--- src/rtl/evt_irq_pkg.sv ---
package evt_irq_pkg;
  localparam int unsigned EVT_N   = 11;
  localparam int unsigned DATA_W  = 32;
  localparam int unsigned ENA_POS = 11;
  localparam logic [EVT_N-1:0] ALL_BLOCKED = {EVT_N{1'b1}};

  localparam int unsigned SRC_CMD  = 0;
  localparam int unsigned SRC_CRIT = 1;
  localparam int unsigned SRC_ERR  = 2;
  localparam int unsigned SRC_LINK = 3;
endpackage

--- src/rtl/evt_status_bank.sv ---
module evt_status_bank #(
  parameter int unsigned N = 11
) (
  input  logic         clk,
  input  logic         rst,
  input  logic [N-1:0] set_pulse,
  input  logic         wr_en,
  input  logic [N-1:0] keep_bits,
  output logic [N-1:0] stat
);
  for (genvar i = 0; i < N; i++) begin : g_bit
    logic held;
    always_comb begin
      held = stat[i];
      if (wr_en) held = stat[i] & keep_bits[i];
    end
    // a set in the same cycle as a clear wins
    always_ff @(posedge clk) begin
      if (rst) stat[i] <= 1'b0;
      else     stat[i] <= set_pulse[i] | held;
    end
  end
endmodule

--- src/rtl/evt_gate_regs.sv ---
module evt_gate_regs #(
  parameter int unsigned N      = 11,
  parameter int unsigned DW     = 32,
  parameter int unsigned EN_BIT = 11
) (
  input  logic          clk,
  input  logic          rst,
  input  logic          wr_mask,
  input  logic          wr_ena,
  input  logic [DW-1:0] wdata,
  output logic [N-1:0]  mask,
  output logic          ena
);
  always_ff @(posedge clk) begin
    if (rst) begin
      mask <= {N{1'b1}};
      ena  <= 1'b0;
    end else begin
      if (wr_mask) mask <= wdata[N-1:0];
      if (wr_ena)  ena  <= wdata[EN_BIT];
    end
  end
endmodule

--- src/rtl/evt_irq_out.sv ---
module evt_irq_out #(
  parameter int unsigned N = 11
) (
  input  logic         clk,
  input  logic         rst,
  input  logic [N-1:0] stat,
  input  logic [N-1:0] mask,
  input  logic         ena,
  output logic         irq
);
  logic [N-1:0] live;
  logic         any_live;

  assign live     = stat & ~mask;
  assign any_live = |live;

  always_ff @(posedge clk) begin
    if (rst) irq <= 1'b0;
    else     irq <= ena & any_live;
  end
endmodule

--- src/rtl/evt_irq_ctrl.sv ---
module evt_irq_ctrl
  import evt_irq_pkg::*;
(
  input  logic              clk,
  input  logic              rst,
  input  logic [EVT_N-1:0]  evt_pulse,
  input  logic              wr_stat,
  input  logic              wr_mask,
  input  logic              wr_ena,
  input  logic [DATA_W-1:0] wr_data,
  output logic [EVT_N-1:0]  stat_q,
  output logic [EVT_N-1:0]  mask_q,
  output logic              ena_q,
  output logic              irq
);
  evt_status_bank #(.N(EVT_N)) u_stat (
    .clk       (clk),
    .rst       (rst),
    .set_pulse (evt_pulse),
    .wr_en     (wr_stat),
    .keep_bits (wr_data[EVT_N-1:0]),
    .stat      (stat_q)
  );

  evt_gate_regs #(.N(EVT_N), .DW(DATA_W), .EN_BIT(ENA_POS)) u_gate (
    .clk     (clk),
    .rst     (rst),
    .wr_mask (wr_mask),
    .wr_ena  (wr_ena),
    .wdata   (wr_data),
    .mask    (mask_q),
    .ena     (ena_q)
  );

  evt_irq_out #(.N(EVT_N)) u_out (
    .clk  (clk),
    .rst  (rst),
    .stat (stat_q),
    .mask (mask_q),
    .ena  (ena_q),
    .irq  (irq)
  );
endmodule

--- config.mk ---
export PLATFORM = sky130hd
export DESIGN_NAME = evt_irq_ctrl
export DESIGN_NICKNAME = d
export VERILOG_FILES = /design/src/rtl/evt_irq_pkg.sv /design/src/rtl/evt_status_bank.sv /design/src/rtl/evt_gate_regs.sv /design/src/rtl/evt_irq_out.sv /design/src/rtl/evt_irq_ctrl.sv
export SDC_FILE = /design/constraint.sdc
export NUM_CORES = 1
export LEC_CHECK = 0
export BUFFER_PORTS_ARGS = -buffer_cell sky130_fd_sc_hd__buf_4
export CAP_MARGIN = 20
export CELL_PAD_IN_SITES_DETAIL_PLACEMENT = 0
export CELL_PAD_IN_SITES_GLOBAL_PLACEMENT = 1
export CORE_MARGIN = 4
export CORE_UTILIZATION = 29
export CTS_BUF_LIST = sky130_fd_sc_hd__clkbuf_4
export CTS_CLUSTER_SIZE = 16
export DETAILED_ROUTE_END_ITERATION = 7
export PLACE_DENSITY_LB_ADDON = 0.1
export RECOVER_POWER = 25
export SLEW_MARGIN = 20
export SYNTH_ARGS = -nofsm -noshare
export SYNTH_HDL_FRONTEND = slang
export SYNTH_SLANG_ARGS = --single-unit
export TNS_END_PERCENT = 5
--- constraint.sdc ---
create_clock -name clk -period 2 [get_ports clk]
set_input_delay 0 -clock clk [delete_from_list [all_inputs] [get_ports clk]]
set_output_delay 0 -clock clk [all_outputs]
set_load 0.02 [all_outputs]
; Yosys cells after proc, flatten, opt, wreduce, memory -nomap -nowiden
; Index checks and enable logic that the tools add are counted.
[word_totals]
output_inout_bits = 24
regBits = 24
in_bits = 48
elab_cells = 51
[classes]
bitwise_logic = 25
mux = 11
reduce_logical = 1
[op_table]
columns = operator, count
row1 = $and 1x1->1, 12
row2 = $and 11x11->11, 1
row3 = $mux 1, 11
row4 = $not 11->11, 1
row5 = $or 1x1->1, 11
row6 = $reduce_or 11->1, 1

; Longest topological paths before layout
; Gate-level depths: netlist of the first run.
[logic_depth]
depth_word = 4
depth_mapped = 4
ltp_nobuf = 4

; Hierarchy
; Synthesis of the first run repeated with hierarchy kept, for this count alone.
[hier_totals]
cells_unflattened = 105
area_unflattened_um2 = 1073.5
[by_module_without_submodules]
columns = module, seq_area_each_um2, cells_per_inst, n_inst, area_each_um2
row1 = evt_status_bank, 220.2, 46, 1, 506.7
row2 = evt_gate_regs, 240.2, 39, 1, 450.4
row3 = evt_irq_out, 20.0, 20, 1, 116.4

; Least setup slack after synthesis of the first run
; OpenSTA, ideal clock, no wires.
[synth_path]
kind = register to register
from = reg u_gate.mask[7]
to = reg u_out.irq
arrival_ns = 1.207
stages_incl_launch_ff = 5
path_slack_ns = 0.672
required_time_ns = 1.878
period_less_slack_ns = 1.328
setup_time_ns = 0.122
cell_sequence = dfxtp_1 > inv_1 > a222oi_1 > o2111ai_1 > o311a_1
[synth_via]
elab_chain_cells = 4
[synth_rtl]
columns = element, line
row1 = from (decl), evt_gate_regs.sv:11  ; output logic [N-1:0] mask,
row2 = from (signal assigned), evt_gate_regs.sv:16  ; mask <= {N{1'b1}};
row3 = from (signal assigned), evt_gate_regs.sv:19  ; if (wr_mask) mask <= wdata[N-1:0];
row4 = $not 11->11, evt_irq_out.sv:14  ; assign live = stat & ~mask;
row5 = $and 11x11->11, evt_irq_out.sv:14
row6 = $reduce_or 11->1, evt_irq_out.sv:15  ; assign any_live = |live;
row7 = $and 1x1->1, evt_irq_out.sv:19  ; else irq <= ena & any_live;
row8 = to (signal assigned), evt_irq_out.sv:19
row9 = to (decl), evt_irq_out.sv:9  ; output logic irq
; No other way between the ends.
; A chain may end at the register's enable or synchronous reset.

==> results of run 1 <==
[power groups by stage]
stage	Clock, mW	Combinational, mW	Sequential (mW)
final	0.206	0.267	0.533
after floorplan	0	0.0634	0.579
after global routing	0.232	0.290	0.539
after CTS	0.216	0.269	0.534
after global placement	0	0.207	0.543
after detailed placement	0	0.209	0.544
[area by class of cell]
class                           instances  area (um2)
Clock buffer                            3        22.5
Fill cell                             298        1340
Inverter                               10        37.5
Multi-Input combinational cell         65         392
Sequential cell                        24         480
Tap cell                               44        55.1
Timing Repair Buffer                   86         729
[how the worst max path moves through the flow]
stage / slack (ns) / to
2_1_floorplan: 0.67 / u_out.irq
3_3_place_gp: 0.64 / u_out.irq
3_5_place_dp: 0.62 / u_out.irq
4_1_cts: 0.30 / u_gate.ena
5_1_grt: 0.17 / u_gate.ena
6_report: 0.28 / u_gate.ena
[worst max-delay path: stages]
cell           delay, ns
dlygate4sd3_1       0.54
buf_4               0.13
mux2i_1             0.11
dlygate4sd3_1       0.56
nor2_1              0.04
dlygate4sd3_1       0.55
[cells in the final DEF, fill, tap and decap left out, drive strengths merged]
master and n:
o311a 1, o2111ai 1, nor2b 3, a22o 1, nand2 9, buf 46, clkinv 1, o22ai 1
dfxtp 24, o211ai 1, dlygate4sd3 35, nor2 12, mux2i 9, inv 9, a21oi 12, a211o 2
a222oi 1, nand2b 12, clkbuf 8
[kinds of logic (layout without fill, tap and decap cells)]
family          after synthesis  count (layout)  synth area share, %
simple gates                 36              36                 18.7
flops                        24              24                 52.1
compound gates               20              20                 14.0
buf+inv                      13              99                 5.43
mux                           9               9                 9.77
[sequential cells by signal, summed over array words and instances (netlist names)]
signal       cells
u_out.irq        1
u_stat.stat     11
u_gate.mask     11
u_gate.ena       1
[routing by layer]
layer / global-route usage (%) / wire, um
met5: 0 / 0
met4: 3.96 / 15
met3: 2.64 / 163
met2: 25.1 / 1410
met1: 17.2 / 1250
[stage by stage]
| stage | setup WS, ns | util (%) | hold slack [ns] |
|---|---|---|---|
| floorplan | 0.672 | - | 0.0724 |
| global placement | 0.642 | 44.1 | 0.205 |
| detailed placement | 0.622 | 44.1 | 0.213 |
| CTS | 0.303 | 56.4 | 0.0222 |
| global route | 0.168 | 56.2 | 0.0361 |
| finish | 0.278 | 56.2 | 0.0246 |
==> summary.md, run 1 <==
| Metric | Value |
|---|---|
| Syn_area_per_cell | `9.04 um2` |
| PwrDens | `586 nW/um2` |
| DR vias | `989` |
| Initial antenna violation count | `0` |
| ANT nets after route | `0` |
| CTS tree | `done` |
| CTS sink count | `24` |
| Layout area overhead | `86.2%` |
| Initial DRC count | `21` |
| Hpwl dp | `1810 um` |
| TNS Setup | `0 ns` |
| Nets@finish | `238` |
| Slew HR | `75.6%` |
| Top FF cell, synth | `dfxtp_1` |
| Class of the worst hold path | `input port to flop` |
| Core area | `3050 um2` |
| Post-synthesis sequential area ratio | `52.1%` |
| Mapped Area | `922 um2` |
| Iteration count of the initial detailed-routing pass | `4` |
| MaxCap Viol Count | `0` |
| Post-CTS repair timing setup buffer count | `0` |
| Grt total ovfl | `0` |
| Die span in x | `64.4 um` |
| Post-Route WL | `2830 um` |
| GPL Wtd Cong | `0.674` |
| Dpl cell area | `1350 um2` |
| Hold endpoint | `u_stat.stat[7]` |
| Worst skew pair latency | `0.30 ns` |
| Net switching power | `0.272 mW` |
| Post-synth top cells | `24 x dfxtp_1, 12 x a21oi_1, 12 x nand2b_1, 12 x nor2_1` |
| EDFF count, synth | `0` |
| Routed wire per std cell | `12.2 um` |
| Critical Path RT | `2.21 ns` |
| Cell Count, Final, Fillers Out | `232` |
| Cell taking the most area after synthesis | `dfxtp_1` |
| Sequential share of power | `53.0%` |
| Kind of critical path | `input port to flop` |
| Min Tclk post-route | `1.72 ns` |
| CTS max path bufs | `2` |
| Combinational share of power | `26.5%` |
| Clock power frac | `20.5%` |
| Clock root cell | `clkbuf_4` |
| Layout cells sized above 1 | `28.2%` |
| Worst-path maximum fanout | `1` |
| Die area | `4150 um2` |
| Starting density of the core | `30.2%` |
| Share of the synthesized area in the top cell type | `52.1%` |
| Count leader, synth | `dfxtp_1` |
| CTS clock-pin slew for the worst setup and hold paths | `0.12 ns` |
| Vias in the first global route | `1,034` |
| Syn. warnings | `0` |
| Depth of the worst register-to-register path | `4` |
| Slew @ Worst Pin | `0.366 ns` |
| Internal | `0.734 mW` |
| Hold path depth | `2` |
| CP startpoint kind | `input port` |
| HP Start | `rst` |
| Antenna diodes | `0` |
| Cts-stage hold buffer count | `35` |
| Fmax | `581 MHz` |
| Final Cycle Share | `86.1%` |
| Largest net degree at the start of global routing | `16` |
| Worst Skew | `0.00269 ns` |
| Setup slack, reg-to-reg | `0.30 ns` |
| R2r startpoint | `u_gate.ena` |
| Via density per instance | `4.26` |
| Clock buffer count from CTS | `3` |
| CP Capture Type | `flop` |
| DRC Markers | `0` |
| Gr usage total | `14.1%` |
| IO buf count | `51` |
| Top cells by area, synth | `dfxtp_1 52%, mux2i_1 9.8%, nand2b_1 8.1%` |
| Sw Ratio | `27.1%` |
| Die Span Y | `64.4 um` |
| Power, Total | `1.01 mW` |
| Finish-stage setup viols | `0` |
| Post-Place Cells | `194` |
| Gate Count Post-Synth | `102` |
| Worst Setup SP | `wr_data[11]` |
| RSZ-0062 raised after global routing | `no` |
| Fin. Hold Viols | `0` |
| Status | `finished clean` |
| Fraction of registers with async set/reset | `0%` |
| VDD IR max | `0.230 mV` |
| Worst Path Arrival | `1.93 ns` |
| Global-route wire length before repair | `4610 um` |
| Syn_nets | `150` |
| H-tree Lvls | `1` |
| Unique masters post-synth | `18` |
| PostCTS Resize Cnt | `0` |
| Post-route design area | `1720 um2` |
| Slew Limit Fails | `0` |
| Yosys reg bits | `24` |
| # rows | `20` |
| Leak | `0.841 nW` |
| Reg-to-Reg End | `u_gate.ena` |
| Io pins | `72` |
No activity file was read; power rests on OpenSTA's default activity.
==> run 2, diff against run 1 <==
--- a/config.mk
+++ b/config.mk
@@ -15,7 +15,6 @@
 export CTS_CLUSTER_SIZE = 16
 export DETAILED_ROUTE_END_ITERATION = 7
 export PLACE_DENSITY_LB_ADDON = 0.1
-export RECOVER_POWER = 25
 export SLEW_MARGIN = 20
 export SYNTH_ARGS = -nofsm -noshare
 export SYNTH_HDL_FRONTEND = slang
==> constraint.sdc (replaced) <==
create_clock -name clk -period 2.1 [get_ports clk]
set_input_delay 0 -clock clk [delete_from_list [all_inputs] [get_ports clk]]
set_output_delay 0 -clock clk [all_outputs]
set_load 0.02 [all_outputs]
==> run 2 against run 1 <==
  * Clock power down 5%
  * Global-route usage did not move
  * Utilization is 0.12 points higher
  * Routed wire length grew 0.42%
  * Sequential cell count did not move
  * Combinational power decreased by 4%
  * Register-to-register slack better by 0.10 ns
  * Non-clock buffer count unchanged
  * Total power is 4.6% lower
  * Sequential power shrank 4.7%
  * Critical path depth unchanged
  * Final cell count did not move
==> summary.md, run 2 (synthesis gave the netlist of run 1 again) <==
| Metric | Value |
|---|---|
| Class of the worst hold path | `input port to flop` |
| Slew HR | `75.6% (about the same)` |
| CTS sink count | `24 (unchanged)` |
| CP Capture Type | `flop` |
| Global-route wire length before repair | `4610 um (unchanged)` |
| Final Cycle Share | `82.0%` |
| Most common cell after layout, fill and taps aside | `buf_4` |
| CP startpoint kind | `input port` |
| Worst Path Arrival | `1.93 ns (about the same)` |
| Hpwl dp | `1810 um (unchanged)` |
| ANT nets after route | `0 (unchanged)` |
| Peak per-stage delay on the critical path | `0.56 ns (about the same)` |
| Post-CTS repair timing setup buffer count | `0 (unchanged)` |
| Most frequent cells in the layout | `51 x buf_4, 35 x dlygate4sd3_1, 24 x dfxtp_1` |
| Die Span Y | `64.4 um (unchanged)` |
| Most frequent CP cell | `dlygate4sd3_1` |
| Io pins | `72 (unchanged)` |
| Die area | `4150 um2 (unchanged)` |
| Layout cells sized above 1 | `28.7% (+0.53 points)` |
| M3 GR Usage | `2.64% (unchanged)` |
| VDD IR max | `0.219 mV (-4.8%)` |
| Post-Route WL | `2850 um (+0.42%)` |
| TNS Setup | `0 ns (unchanged)` |
| Initial antenna violation count | `0 (unchanged)` |
| Grt total ovfl | `0 (unchanged)` |
| Fin. Hold Viols | `0 (unchanged)` |
| Core Util, Final | `56.4% (+0.12 points)` |
| Min Hold Slack | `0.0249 ns (+0.000340 ns)` |
| Nets@finish | `238 (unchanged)` |
| Via density per instance | `4.30 (+0.81%)` |
| Top Usage Layer GRT | `met2` |
| Status | `finished clean` |
| Core area | `3050 um2 (unchanged)` |
| # rows | `20 (unchanged)` |
| Critical path's top delay family | `buffers and inverters` |
| Biggest regs | `u_gate.mask: 11 flops, u_stat.stat: 11 flops` |
| Critical path's slowest cell | `dlygate4sd3_1` |
| DR vias | `997 (+0.81%)` |
| Cell Count, Final, Fillers Out | `232 (unchanged)` |
| CTS max path bufs | `2 (unchanged)` |
| H-tree Lvls | `1 (unchanged)` |
| Worst Path Buf+Inv | `4 (unchanged)` |
| Worst-path maximum fanout | `1 (unchanged)` |
| Slew @ Worst Pin | `0.366 ns (-0.00000858 ns)` |
| Fmax | `581 MHz` |
| Fill count | `296 (-0.67%)` |
| Die span in x | `64.4 um (unchanged)` |
| Starting density of the core | `30.2% (unchanged)` |
| IO buf count | `51 (unchanged)` |
| Routed wire per std cell | `12.3 um (+0.42%)` |
| GPL Wtd Cong | `0.674 (unchanged)` |
| Min Tclk post-route | `1.72 ns` |
| RSZ-0062 raised after global routing | `no` |
| Vias in the first global route | `1,034 (unchanged)` |
| Clock buffer count from CTS | `3 (unchanged)` |
| Met2 Usage GRT | `25.1% (unchanged)` |
| Finish-stage setup viols | `0 (unchanged)` |
| Largest net degree at the start of global routing | `16 (unchanged)` |
| Critical Path RT | `2.31 ns (+0.10 ns)` |
| Kind of critical path | `input port to flop` |
| CTS tree | `done` |
| Met1 GRT Util | `17.2% (unchanged)` |
| PostCTS Resize Cnt | `0 (unchanged)` |
| PwrDens | `558 nW/um2 (-4.8%)` |
| Antenna diodes | `0 (unchanged)` |
| CTS clock-pin slew for the worst setup and hold paths | `0.12 ns (about the same)` |
| MaxCap Viol Count | `0 (unchanged)` |
| Clock root cell | `clkbuf_4` |
| Cts-stage hold buffer count | `35 (unchanged)` |
| Post-Place Cells | `194 (unchanged)` |
| Leak | `0.846 nW (+0.60%)` |
| Worst Skew | `0.00282 ns (+0.000122 ns)` |
| Gr usage total | `14.1% (unchanged)` |
| Layout area overhead | `86.6%` |
| Iteration count of the initial detailed-routing pass | `4 (unchanged)` |
| Worst skew pair latency | `0.30 ns (about the same)` |
| DRC Markers | `0 (unchanged)` |
| Initial DRC count | `15 (-29%)` |
| CP Cell Sequence | `dlygate4sd3_1 > buf_4 > mux2i_1 > dlygate4sd3_1 > nor2_1 > dlygate4sd3_1` |
| Slew Limit Fails | `0 (unchanged)` |
[run 2: worst reg2reg max path, delay by kind of cell, from the launching register on]
kind          cells  cell delay (ns)
simple gates      1             0.04
mux               1             0.11
buf+inv           2             1.11
flops             1             0.35
[run 2: per-stage QoR]
stage,setup WS (ns),power [mW],cell area (um2)
after floorplan,0.772,0.612,922
after global placement,0.742,0.715,1350
after detailed placement,0.722,0.717,1350
after CTS,0.403,0.969,1720
after global routing,0.268,1.01,1720
final,0.378,0.959,1720
[run 2: cell type report]
cell class	count	area (um2)	share of cell area, %
Tap cell	44	55.1	3.20
Multi-Input combinational cell	65	392	22.8
Sequential cell	24	480	27.9
Timing Repair Buffer	86	733	42.6
Clock buffer	3	22.5	1.31
Inverter	10	37.5	2.18
[run 2: per-layer routing]
layer  part of all wire (%)  routed length, um  vias to the layer above
met1                     44               1250                      457
met2                     50               1410                       28
li1                       -                  -                      510
met3                    6.0                171                        2
met5                      0                  0                        -
met4                   0.53                 15                        0
[run 2: report_power, final]
group | leakage, nW | internal [mW] | total, mW | switching, mW
registers | 0.200 | 0.486 | 0.508 | 0.0226
logic | 0.632 | 0.147 | 0.255 | 0.108
clock network | 0.0138 | 0.0669 | 0.196 | 0.129
[run 2: path summary, 6_finish.rpt]
kind                             startpoint             end  slack, ns  depth (start not counted)
worst max-delay path            wr_data[11]      u_gate.ena       0.38                          6
worst max register to register   u_gate.ena      u_gate.ena       0.40                          4
worst min register to register   u_gate.ena       u_out.irq       0.48                          1
worst min-delay path                    rst  u_stat.stat[7]       0.02                          2
==> run 3, diff against run 2 <==
--- a/config.mk
+++ b/config.mk
@@ -10,7 +10,7 @@
 export CELL_PAD_IN_SITES_DETAIL_PLACEMENT = 0
 export CELL_PAD_IN_SITES_GLOBAL_PLACEMENT = 1
 export CORE_MARGIN = 4
-export CORE_UTILIZATION = 29
+export CORE_UTILIZATION = 24
 export CTS_BUF_LIST = sky130_fd_sc_hd__clkbuf_4
 export CTS_CLUSTER_SIZE = 16
 export DETAILED_ROUTE_END_ITERATION = 7
==> constraint.sdc (replaced) <==
create_clock -name clk -period 1.5 [get_ports clk]
set_input_delay 0 -clock clk [delete_from_list [all_inputs] [get_ports clk]]
set_output_delay 0 -clock clk [all_outputs]
set_load 0.02 [all_outputs]
==> run 3 against run 2 <==
  * Global-route usage is 1.3 points lower
  * Cell area rose by 2.8%
  * Worst hold slack gained 0.041 ns
  * Routed wire length rose by 5.8%
  * Utilization down 8.4 points
  * Combinational power grew 42%
  * Final cell count increased by 2.6%
  * Sequential share of layout area is 0.61 points lower
  * Setup slack worse by 0.28 ns
  * Largest cell class unchanged
==> summary.md, run 3 (synthesis gave the netlist of run 1 again) <==
| Metric | Value |
|---|---|
| Status | `finished clean` |
| Routed wire per std cell | `12.7 um (+3.2%)` |
| H-tree Lvls | `1 (unchanged)` |
| Io pins | `72 (unchanged)` |
| Nets@finish | `239 (+0.42%)` |
| VDD IR max | `1.02 mV (+360%)` |
| Die Span Y | `70.0 um (+8.7%)` |
| Min Hold Slack | `0.0663 ns (+0.0414 ns)` |
| # rows | `22 (+10%)` |
| Most frequent cells in the layout | `51 x buf_4, 36 x dlygate4sd3_1, 22 x dfxtp_1` |
| Hpwl dp | `1940 um (+6.9%)` |
| Vias in the first global route | `1,099 (+6.3%)` |
| Metal3 WL | `179 um (+4.7%)` |
| Critical Path RT | `1.73 ns (-0.58 ns)` |
| Min Tclk post-route | `1.40 ns` |
| Finish-stage setup viols | `0 (unchanged)` |
| Leak | `0.858 nW (+1.5%)` |
| CTS clock-pin slew for the worst setup and hold paths | `0.14 ns (+0.02 ns)` |
| Final Cycle Share | `93.3%` |
| Core area | `3690 um2 (+21%)` |
| Gr usage total | `12.8% (-1.3 points)` |
| Most common cell after layout, fill and taps aside | `buf_4` |
| Global-route wire length before repair | `5090 um (+10%)` |
| Worst skew pair latency | `0.32 ns (+0.02 ns)` |
| CTS max path bufs | `2 (unchanged)` |
| Die area | `4900 um2 (+18%)` |
| Antenna diodes | `0 (unchanged)` |
| Biggest regs | `u_gate.mask: 11 flops, u_stat.stat: 11 flops` |
| Post-Route WL | `3010 um (+5.8%)` |
| Post-Place Cells | `198 (+2.1%)` |
| Starting density of the core | `25.0% (-5.2 points)` |
| CP Capture Type | `flop` |
| Worst Skew | `0.0132 ns (+0.0104 ns)` |
| DR vias | `1,001 (+0.40%)` |
| Class of the worst hold path | `input port to flop` |
| Clock root cell | `clkbuf_4` |
| Iteration count of the initial detailed-routing pass | `4 (unchanged)` |
| MaxCap Viol Count | `0 (unchanged)` |
| Slew @ Worst Pin | `0.403 ns (+0.0373 ns)` |
| Met2 wire length | `1490 um (+5.4%)` |
| RSZ-0062 raised after global routing | `no` |
| Met1 wire length | `1330 um (+6.3%)` |
| Pre-CTS setup slack | `0.100 ns (-0.622 ns)` |
| GPL Wtd Cong | `0.777 (+15%)` |
| CTS sink count | `24 (unchanged)` |
| Initial antenna violation count | `0 (unchanged)` |
| Largest net degree at the start of global routing | `16 (unchanged)` |
| ANT nets after route | `0 (unchanged)` |
| Kind of critical path | `flop to flop` |
| Clock buffer count from CTS | `3 (unchanged)` |
| Initial DRC count | `18 (+3)` |
| IO buf count | `51 (unchanged)` |
| CP startpoint kind | `flop` |
| Slew Limit Fails | `0 (unchanged)` |
| DRC Markers | `0 (unchanged)` |
| Worst-path maximum fanout | `3 (+2)` |
| Fmax | `714 MHz` |
| Sequential Area | `483 um2 (+0.52%)` |
| Fin. Hold Viols | `0 (unchanged)` |
| Slew HR | `73.1% (-2.5 points)` |
| Via density per instance | `4.21 (-2.1%)` |
| TNS Setup | `0 ns (unchanged)` |
| Layout area overhead | `91.7%` |
| CTS tree | `done` |
| Core Util, Final | `47.9% (-8.4 points)` |
| Grt total ovfl | `0 (unchanged)` |
| Die span in x | `70.0 um (+8.7%)` |
| Area of the multi-input gates | `392 um2 (unchanged)` |
| Fill count | `382 (+29%)` |
| Layout cells sized above 1 | `30.5% (+1.8 points)` |
| Worst Path Arrival | `1.63 ns (-0.30 ns)` |
| Final setup margin | `0.100 ns (-0.278 ns)` |
| Cell Count, Final, Fillers Out | `238 (+2.6%)` |
| PwrDens | `874 nW/um2 (+57%)` |
| Top layer in use | `met4` |
[run 3: changes by cell type in the layout (fill, tap and decap cells not counted)]
cell	before	now
bufinv_16	0	1
dfxtp_1	24	22
dlygate4sd3_1	35	36
inv_1	9	8
dfxtp_2	0	2
inv_2	0	1
[run 3: per-layer routing]
metal,track usage (%),vias up
met3,4.17,2
met4,2.55,0
met5,0,-
li1,-,510
met2,22.4,33
met1,15.4,456
[run 3: final timing paths]
check | from | to | slack, ns | cells after the start
setup / recovery | u_gate.mask[7] | u_out.irq | 0.1 | 4
hold / removal | wr_mask | u_gate.mask[10] | 0.07 | 2
setup reg to reg | u_gate.mask[7] | u_out.irq | 0.1 | 4
hold reg to reg | u_gate.ena | u_out.irq | 0.48 | 1
[run 3: layout make-up]
| class | count | share of cell area, % |
|---|---|---|
| timing repair buffer | 87 | 42.0 |
| sequential | 24 | 27.3 |
| multi-input combinational | 65 | 22.2 |
| tap | 48 | 3.40 |
| inverter | 10 | 2.12 |
| clock inverter | 1 | 1.70 |
| clock buffer | 3 | 1.27 |
[run 3: per-stage QoR]
stage / total power, mW / area [um2]
2_1_floorplan: 0.856 / 922
3_3_place_gp: 1.00 / 1350
3_5_place_dp: 1.01 / 1350
4_1_cts: 1.57 / 1770
5_1_grt: 1.63 / 1770
6_report: 1.54 / 1770
[run 3: critical path, stage by stage (launching register included)]
cell	delay, ns
dfxtp_2	0.37
inv_2	0.03
a222oi_1	0.42
o2111ai_1	0.18
o311a_1	0.30
[run 3: power breakdown]
group,switching [mW],internal [mW]
registers,0.0322,0.681
logic,0.153,0.209
clock network,0.199,0.270
total,0.385,1.16
[run 3: timing repair]
action / in CTS / in global routing
buffers inserted: 0 / 0
resized for setup: 0 / 3
hold buffers: 36 / 0
endpoints found under the setup margin: 0 / 1
endpoints found under the hold margin: 23 / 0
